<file path="config.mk">
export PLATFORM = sky130hd
export DESIGN_NAME = otg_sideband_wake
export DESIGN_NICKNAME = d
export VERILOG_FILES = /design/src/rtl/otg_wake_pkg.sv /design/src/rtl/owk_sync.sv /design/src/rtl/owk_force.sv /design/src/rtl/owk_edge.sv /design/src/rtl/otg_sideband_wake.sv
export SDC_FILE = /design/constraint.sdc
export NUM_CORES = 1
export LEC_CHECK = 0
export ABC_AREA = 1
export BUFFER_PORTS_ARGS = -buffer_cell sky130_fd_sc_hd__buf_4
export CAP_MARGIN = 10
export CORE_MARGIN = 2
export CORE_UTILIZATION = 43
export DETAILED_ROUTE_END_ITERATION = 8
export PLACE_DENSITY_LB_ADDON = 0.3
export SKIP_LAST_GASP = 1
export SYNTH_ARGS = -nofsm -noshare
export SYNTH_HDL_FRONTEND = slang
export SYNTH_SLANG_ARGS = --single-unit
</file>
<file path="constraint.sdc">
create_clock -name clk_i -period 1.3 [get_ports clk_i]
set_input_delay 0.325 -clock clk_i [delete_from_list [all_inputs] [get_ports clk_i]]
set_output_delay 0.325 -clock clk_i [all_outputs]
set_load 0.01 [all_outputs]
</file>
<file path="src/rtl/otg_wake_pkg.sv">
package otg_wake_pkg;

    localparam int NSRC      = 3;
    localparam int SRC_VBUS  = 0;
    localparam int SRC_ID    = 1;
    localparam int SRC_LINE  = 2;

    localparam int FLAG_LSB  = 0;
    localparam int DEN_LSB   = 3;
    localparam int GIE_BIT   = 6;
    localparam int FID_LSB   = 8;
    localparam int FVB_LSB   = 10;
    localparam int PUID_BIT  = 12;
    localparam int PULN_BIT  = 13;
    localparam int OSC_BIT   = 14;
    localparam int DM_BIT    = 16;
    localparam int DP_BIT    = 17;
    localparam int MID_BIT   = 18;
    localparam int VLVL_LSB  = 20;

    localparam int RAW_W     = 5;   // {vbus[1:0], id, dp, dm}

    typedef struct packed {
        logic [NSRC-1:0] flag;
        logic [NSRC-1:0] den;
        logic            gie;
        logic [1:0]      fid;
        logic [1:0]      fvb;
        logic            pu_id;
        logic            pu_line;
        logic            osc;
    } wake_regs_t;

endpackage

</file>
<file path="src/rtl/owk_sync.sv">
module owk_sync #(
    parameter int W      = 1,
    parameter int STAGES = 2
) (
    input  logic         clk_i,
    input  logic         rst_ni,
    input  logic [W-1:0] async_i,
    output logic [W-1:0] sync_o
);
    logic [STAGES-1:0][W-1:0] chain_d, chain_q;

    always_comb begin
        chain_d[0] = async_i;
        for (int k = 1; k < STAGES; k++) begin
            chain_d[k] = chain_q[k-1];
        end
    end

    always_ff @(posedge clk_i or negedge rst_ni) begin
        if (!rst_ni) chain_q <= '0;
        else         chain_q <= chain_d;
    end

    assign sync_o = chain_q[STAGES-1];
endmodule

</file>
<file path="src/rtl/owk_force.sv">
module owk_force (
    input  logic [1:0] mode_i,
    input  logic       raw_i,
    output logic       val_o
);
    // mode[1] selects the override, mode[0] is the forced level
    always_comb begin
        if (mode_i[1]) val_o = mode_i[0];
        else           val_o = raw_i;
    end
endmodule

</file>
<file path="src/rtl/owk_edge.sv">
module owk_edge #(
    parameter int W = 1
) (
    input  logic         clk_i,
    input  logic         rst_ni,
    input  logic [W-1:0] cur_i,
    output logic         chg_o
);
    logic [W-1:0] prev_d, prev_q;

    always_comb begin
        prev_d = cur_i;
        chg_o  = (cur_i != prev_q);
    end

    always_ff @(posedge clk_i or negedge rst_ni) begin
        if (!rst_ni) prev_q <= '0;
        else         prev_q <= prev_d;
    end
endmodule

</file>
<file path="src/rtl/otg_sideband_wake.sv">
module otg_sideband_wake
    import otg_wake_pkg::*;
#(
    parameter int REG_W       = 32,
    parameter int SYNC_STAGES = 2
) (
    input  logic             clk_i,
    input  logic             rst_ni,
    input  logic             reg_we_i,
    input  logic [REG_W-1:0] reg_wdata_i,
    output logic [REG_W-1:0] reg_rdata_o,
    input  logic [1:0]       vbus_lvl_i,
    input  logic             id_pin_i,
    input  logic             dp_i,
    input  logic             dm_i,
    output logic             id_core_o,
    output logic             vbus_valid_o,
    output logic             wake_irq_o,
    output logic             id_pullup_en_o,
    output logic             line_pullup_en_o,
    output logic             osc_en_o
);
    localparam int NFORCE = 2;

    wake_regs_t r_d, r_q;

    logic [RAW_W-1:0] raw_sync;
    logic [1:0]       vlvl_s;
    logic             id_s, dp_s, dm_s;

    logic [NFORCE-1:0]      frc_raw, frc_val;
    logic [NFORCE-1:0][1:0] frc_mode;
    logic [NSRC-1:0][1:0]   src_val;
    logic [NSRC-1:0]        chg;

    logic unused_wdata;
    assign unused_wdata = ^{reg_wdata_i[REG_W-1:OSC_BIT+1], reg_wdata_i[GIE_BIT+1]};

    owk_sync #(.W(RAW_W), .STAGES(SYNC_STAGES)) u_sync (
        .clk_i   (clk_i),
        .rst_ni  (rst_ni),
        .async_i ({vbus_lvl_i, id_pin_i, dp_i, dm_i}),
        .sync_o  (raw_sync)
    );

    assign vlvl_s = raw_sync[4:3];
    assign id_s   = raw_sync[2];
    assign dp_s   = raw_sync[1];
    assign dm_s   = raw_sync[0];

    // override slot 0: VBUS-valid, slot 1: ID
    assign frc_raw  = {id_s, &vlvl_s};
    assign frc_mode = {r_q.fid, r_q.fvb};

    for (genvar g = 0; g < NFORCE; g++) begin : g_force
        owk_force u_force (
            .mode_i (frc_mode[g]),
            .raw_i  (frc_raw[g]),
            .val_o  (frc_val[g])
        );
    end

    assign src_val[SRC_VBUS] = {1'b0, frc_val[0]};
    assign src_val[SRC_ID]   = {1'b0, frc_val[1]};
    assign src_val[SRC_LINE] = {dp_s, dm_s};

    for (genvar s = 0; s < NSRC; s++) begin : g_edge
        owk_edge #(.W(2)) u_edge (
            .clk_i  (clk_i),
            .rst_ni (rst_ni),
            .cur_i  (src_val[s]),
            .chg_o  (chg[s])
        );
    end

    always_comb begin
        r_d = r_q;
        for (int s = 0; s < NSRC; s++) begin
            // a new event outranks a clear on the same edge
            r_d.flag[s] = (r_q.flag[s] & ~(reg_we_i & reg_wdata_i[FLAG_LSB+s]))
                        | (chg[s] & r_q.den[s]);
        end
        if (reg_we_i) begin
            r_d.den     = reg_wdata_i[DEN_LSB +: NSRC];
            r_d.gie     = reg_wdata_i[GIE_BIT];
            r_d.fid     = reg_wdata_i[FID_LSB +: 2];
            r_d.fvb     = reg_wdata_i[FVB_LSB +: 2];
            r_d.pu_id   = reg_wdata_i[PUID_BIT];
            r_d.pu_line = reg_wdata_i[PULN_BIT];
            r_d.osc     = reg_wdata_i[OSC_BIT];
        end
    end

    always_ff @(posedge clk_i or negedge rst_ni) begin
        if (!rst_ni) r_q <= '0;
        else         r_q <= r_d;
    end

    always_comb begin
        reg_rdata_o                         = '0;
        reg_rdata_o[FLAG_LSB +: NSRC]       = r_q.flag;
        reg_rdata_o[DEN_LSB +: NSRC]        = r_q.den;
        reg_rdata_o[GIE_BIT]                = r_q.gie;
        reg_rdata_o[FID_LSB +: 2]           = r_q.fid;
        reg_rdata_o[FVB_LSB +: 2]           = r_q.fvb;
        reg_rdata_o[PUID_BIT]               = r_q.pu_id;
        reg_rdata_o[PULN_BIT]               = r_q.pu_line;
        reg_rdata_o[OSC_BIT]                = r_q.osc;
        reg_rdata_o[DM_BIT]                 = dm_s;
        reg_rdata_o[DP_BIT]                 = dp_s;
        reg_rdata_o[MID_BIT]                = frc_val[1];
        reg_rdata_o[VLVL_LSB +: 2]          = vlvl_s;
    end

    assign id_core_o        = frc_val[1];
    assign vbus_valid_o     = frc_val[0];
    assign wake_irq_o       = r_q.gie & (|r_q.flag);
    assign id_pullup_en_o   = r_q.pu_id;
    assign line_pullup_en_o = r_q.pu_line;
    assign osc_en_o         = r_q.osc;
endmodule

</file>
* Yosys cells after proc, flatten, opt, wreduce, memory -nomap -nowiden *
Cells that the tools add are included.

word-level totals
  output and inout port bits = 38
  logic and storage cells = 36
  register bits = 28
  input port bits = 40

cells by class
  eq/ne operators = 3
  muxes and demuxes = 2
  reductions and logical operators = 2
  bitwise logic cells = 16

operators with widths
  cell                 count
  bitwise AND 1 bit    10
  inverter 1 bit       3
  bitwise OR 1 bit     3
  OR reduction 3 bit   1
  two-way mux 1 bit    2
  != test 1 bit        2
  != test 2 bit        1
  AND reduction 2 bit  1

* Logic depth before layout (Yosys ltp) *
  word-level depth = 5
  depth in mapped cells = 6
  mapped depth without buffers = 6

* Cells and area by module *
From an unflattened synthesis, not the netlist that was laid out.

second synthesis, totals
  cell total of the unflattened synthesis = 129
  area, all modules = 1,241.2 um^2

modules (own cells, without submodules)
  module             area an instance (um^2)  seq. area each (um^2)  cells each  times used
  otg_sideband_wake  716.9                    350.3                  84          1
  owk_sync           250.2                    250.2                  10          1
  owk_edge           81.3                     50.0                   9           3
  owk_force          15.0                     0.0                    4           2

* Worst setup path before layout *
OpenSTA, ideal clock, no wires.

  path type = register -> output
  start = register r_q, in the netlist reg_rdata_o[9]
  end = output port reg_rdata_o[18]
  path buffers = 1
  data arrival time = 0.759 ns
  cell stages (with the launch flop) = 4
  path slack = 0.216 ns
  data required time = 0.975 ns
  cells stage by stage = dfrtp_1 -> nand2_1 -> nand2_2 -> buf_4

on the way
  word-level cells in the longest chain between the ends = 1

RTL lines
  element                 line                     text
  start, declared         otg_sideband_wake.sv:25  wake_regs_t r_d, r_q;
  start signal, assigned  otg_sideband_wake.sv:96  else r_q <= r_d;
  two-way mux 1 bit       owk_force.sv:8           if (mode_i[1]) val_o = mode_i[0];
  end, declared           otg_sideband_wake.sv:11  output logic [REG_W-1:0] reg_rdata_o,

Every way passes these cells.

* Worst setup path after layout *
  start = register r_q, in the netlist reg_rdata_o[11]
  end = output port vbus_valid_o

on the way
  word-level cells in the longest chain between the ends = 1

RTL lines
  element            line                     text
  two-way mux 1 bit  owk_force.sv:8
  end, declared      otg_sideband_wake.sv:17  output logic vbus_valid_o,

Every way passes these cells.

==> results.json <==
{
  "cpMaxStageDelayCell": "dfrtp_1",
  "synthesis.instances": 110,
  "clock_skew_ns": 0.00325,
  "cp_cell_sequence": "inv_2 -> nand3_2 -> nand2_2 -> buf_6",
  "wl_met3_um": 126,
  "failed_checks": "setup timing",
  "ant_nets": 0,
  "cp_num_buf_inv": 2,
  "ir_worst_vdd_mv": 0.932,
  "area_delta_synth_final_pct": 40.0,
  "grt-ovfl-total": 0,
  "ios": 78,
  "cts_buffers": 3,
  "syn_avg_cell_area_um2": 10.4,
  "final_cells": 197,
  "setup_slack_ns": -0.144,
  "p_clk_frac": 0.219,
  "port_buffers": 46,
  "vias": 860,
  "p_sw_mw": 0.499,
  "start_kind": "flip-flop",
  "post_drt_via_cell_ratio": 4.37,
  "wire_per_inst_um": 11.2,
  "cts_sinks": 28,
  "mostFrequentLayoutCells": "buf_4, nand2_1, dfrtp_1, conb_1, buf_6",
  "min_period_ns": 1.44,
  "utilization": 0.639,
  "grt_pass1_wl_um": 3690,
  "finalSetupViolCount": 7,
  "coreArea_mm2": 0.00250,
  "die-area_mm2": 0.00308,
  "place_ws_ns": 0.213,
  "route.detailed.drc": 0,
  "critical_path_peak_fanout": 3,
  "cellLeakagePower_nw": 0.872,
  "hold_viol_final": 0,
  "cpLargestDelayFamily": "flip-flops",
  "diodes": 0,
  "outcome": "finished, violations left",
  "rsz0062_at_grt": "true",
  "required_ns": 0.98,
  "synth_area_mm2": 0.00114,
  "drive_gt1_frac": 0.449,
  "dp_cells": 179,
  "synth-seq-cells": 28,
  "clock_latency_ns": 0.31,
  "swShare": 0.266,
  "grt_use_total": 0.152,
  "crit_type": "reg -> out",
  "cts_tree": "built",
  "final_common_cell": "buf_4",
  "route.top_layer_used": "met4",
  "rows": 18,
  "antenna_found_initial": 0,
  "cts-root-buf": "clkbuf_4",
  "wl_met2_um": 1160,
  "hold_class": "in -> reg",
  "globalplace.congestion": 0.712,
  "start_util": 0.456,
  "die_h_um": 55.5,
  "pwr-share-seq": 0.536,
  "cpPeakStageDelay_ns": 0.44,
  "cellPowerDensity_mw_per_mm2": 1170,
  "max_freq_mhz": 692,
  "clock_path_buffers": 2,
  "nNetsFinal": 208,
  "dr.pass1.iters": 4,
  "internal-power_mw": 1.37,
  "ys_seq_area_frac": 0.614,
  "p_comb_frac": 0.245,
  "drv_cap": 0,
  "slew_viol_final": 0,
  "die_w_um": 55.5,
  "final.period_utilization": 1.11,
  "met1_length_um": 911,
  "grt_pass1_vias": 817,
  "arrival_ns": 1.12,
  "yosys_warnings": 0,
  "hpwlAfterDp_um": 1480,
  "htreeDepth": 1,
  "clk_pin_slew_ns": 0.14,
  "synthDistinctLibCells": 18,
  "totalWireLength_um": 2210,
  "endpoint_kind": "primary output",
  "drtIter0Drc": 16,
  "grt_max_degree": 29
}
-- flip-flops by register name, indices dropped and copies added, names as in the netlist --
name,count
g_edge.u_edge.prev_q,4
id_pullup_en_o,1
line_pullup_en_o,1
osc_en_o,1
reg_rdata_o,11
u_sync.chain_d,5
u_sync.sync_o,5
-- synthesized netlist by cell type --
library cell / instances / area [um^2]
o21ai_2: 1 / 8.76
inv_1: 3 / 11.3
inv_2: 2 / 7.51
xnor2_1: 2 / 17.5
nand2_1: 40 / 150
nand3_1: 3 / 15.0
o21ai_0: 1 / 5.00
buf_12: 1 / 20.0
nor2_1: 1 / 3.75
conb_1: 1 / 3.75
nand3_2: 1 / 10.0
o21ai_1: 1 / 5.00
nand2_2: 5 / 31.3
nor3_1: 1 / 5.00
dfrtp_1: 28 / 701
nand3b_1: 1 / 7.51
buf_4: 17 / 128
buf_6: 1 / 11.3
-- path summary, 6_finish.rpt --
| check | slack (ns) | cells past startpoint | end | from |
|---|---|---|---|---|
| worst max-delay path | -0.14 | 4 | vbus_valid_o | reg_rdata_o[11] |
| worst min-delay path | 0.10 | 1 | u_sync.chain_d[8] | vbus_lvl_i[0] |
| worst max register to register | -0.07 | 9 | reg_rdata_o[0] | reg_rdata_o[11] |
| worst min register to register | 0.37 | 0 | u_sync.sync_o[1] | u_sync.chain_d[6] |
| max in group asynchronous | 0.61 | 2 | u_sync.sync_o[0] | rst_ni |
| min in group asynchronous | 0.43 | 2 | u_sync.sync_o[1] | rst_ni |
-- per-stage QoR --
stage,hold slack (ns),power (mW),setup TNS [ns],cell area [um^2]
3_5_place_dp,0.258,1.37,0,1410
6_report,0.103,1.87,-0.602,1600
5_1_grt,0.0737,1.97,-1.06,1600
3_3_place_gp,0.253,1.36,0,1410
2_1_floorplan,0.0294,1.21,0,1190
4_1_cts,0.102,1.84,-0.592,1550
-- timing repair --
action | CTS | global route
setup endpoints to repair | 4 | 8
hold buffers | 1 | 0
cloned | 0 | 0
resized for setup | 5 | 7
buffers inserted | 11 | 2
hold endpoints to repair | 28 | 0
pin swaps | 1 | 2
-- final cells by class --
cell class              instances  area (um^2)
repair buffers                 60          479
flip-flops and latches         28          701
inverters                       5         18.8
multi-input cells              70          325
clock buffers                   4         36.3
fillers                       213          902
well taps                      30         37.5
-- cell families (layout without fill, tap and decap cells) --
family	count (synthesis)	count (layout)	share of synthesized area
XOR/XNOR	2	2	0.0154
other	1	13	0.00329
buffers and inverters	24	69	0.156
flip-flops	28	28	0.614
AO/OA/AOI/OAI	3	3	0.0164
AND/OR/NAND/NOR	52	52	0.195
-- layer usage --
layer	vias up	global-route usage
met3	2	0.0304
met5	-	0
met4	0	0.0418
li1	422	-
met2	37	0.269
met1	399	0.188
-- power by group through the flow --
| stage | registers, mW | clock network (mW) | logic [mW] |
|---|---|---|---|
| after detailed placement | 1.02 | 0 | 0.354 |
| after floorplan | 1.03 | 0 | 0.178 |
| after CTS | 1.00 | 0.418 | 0.425 |
| final | 1.00 | 0.410 | 0.459 |
| after global routing | 1.01 | 0.460 | 0.499 |
| after global placement | 1.01 | 0 | 0.347 |
No activity file was read; power rests on OpenSTA's default activity.
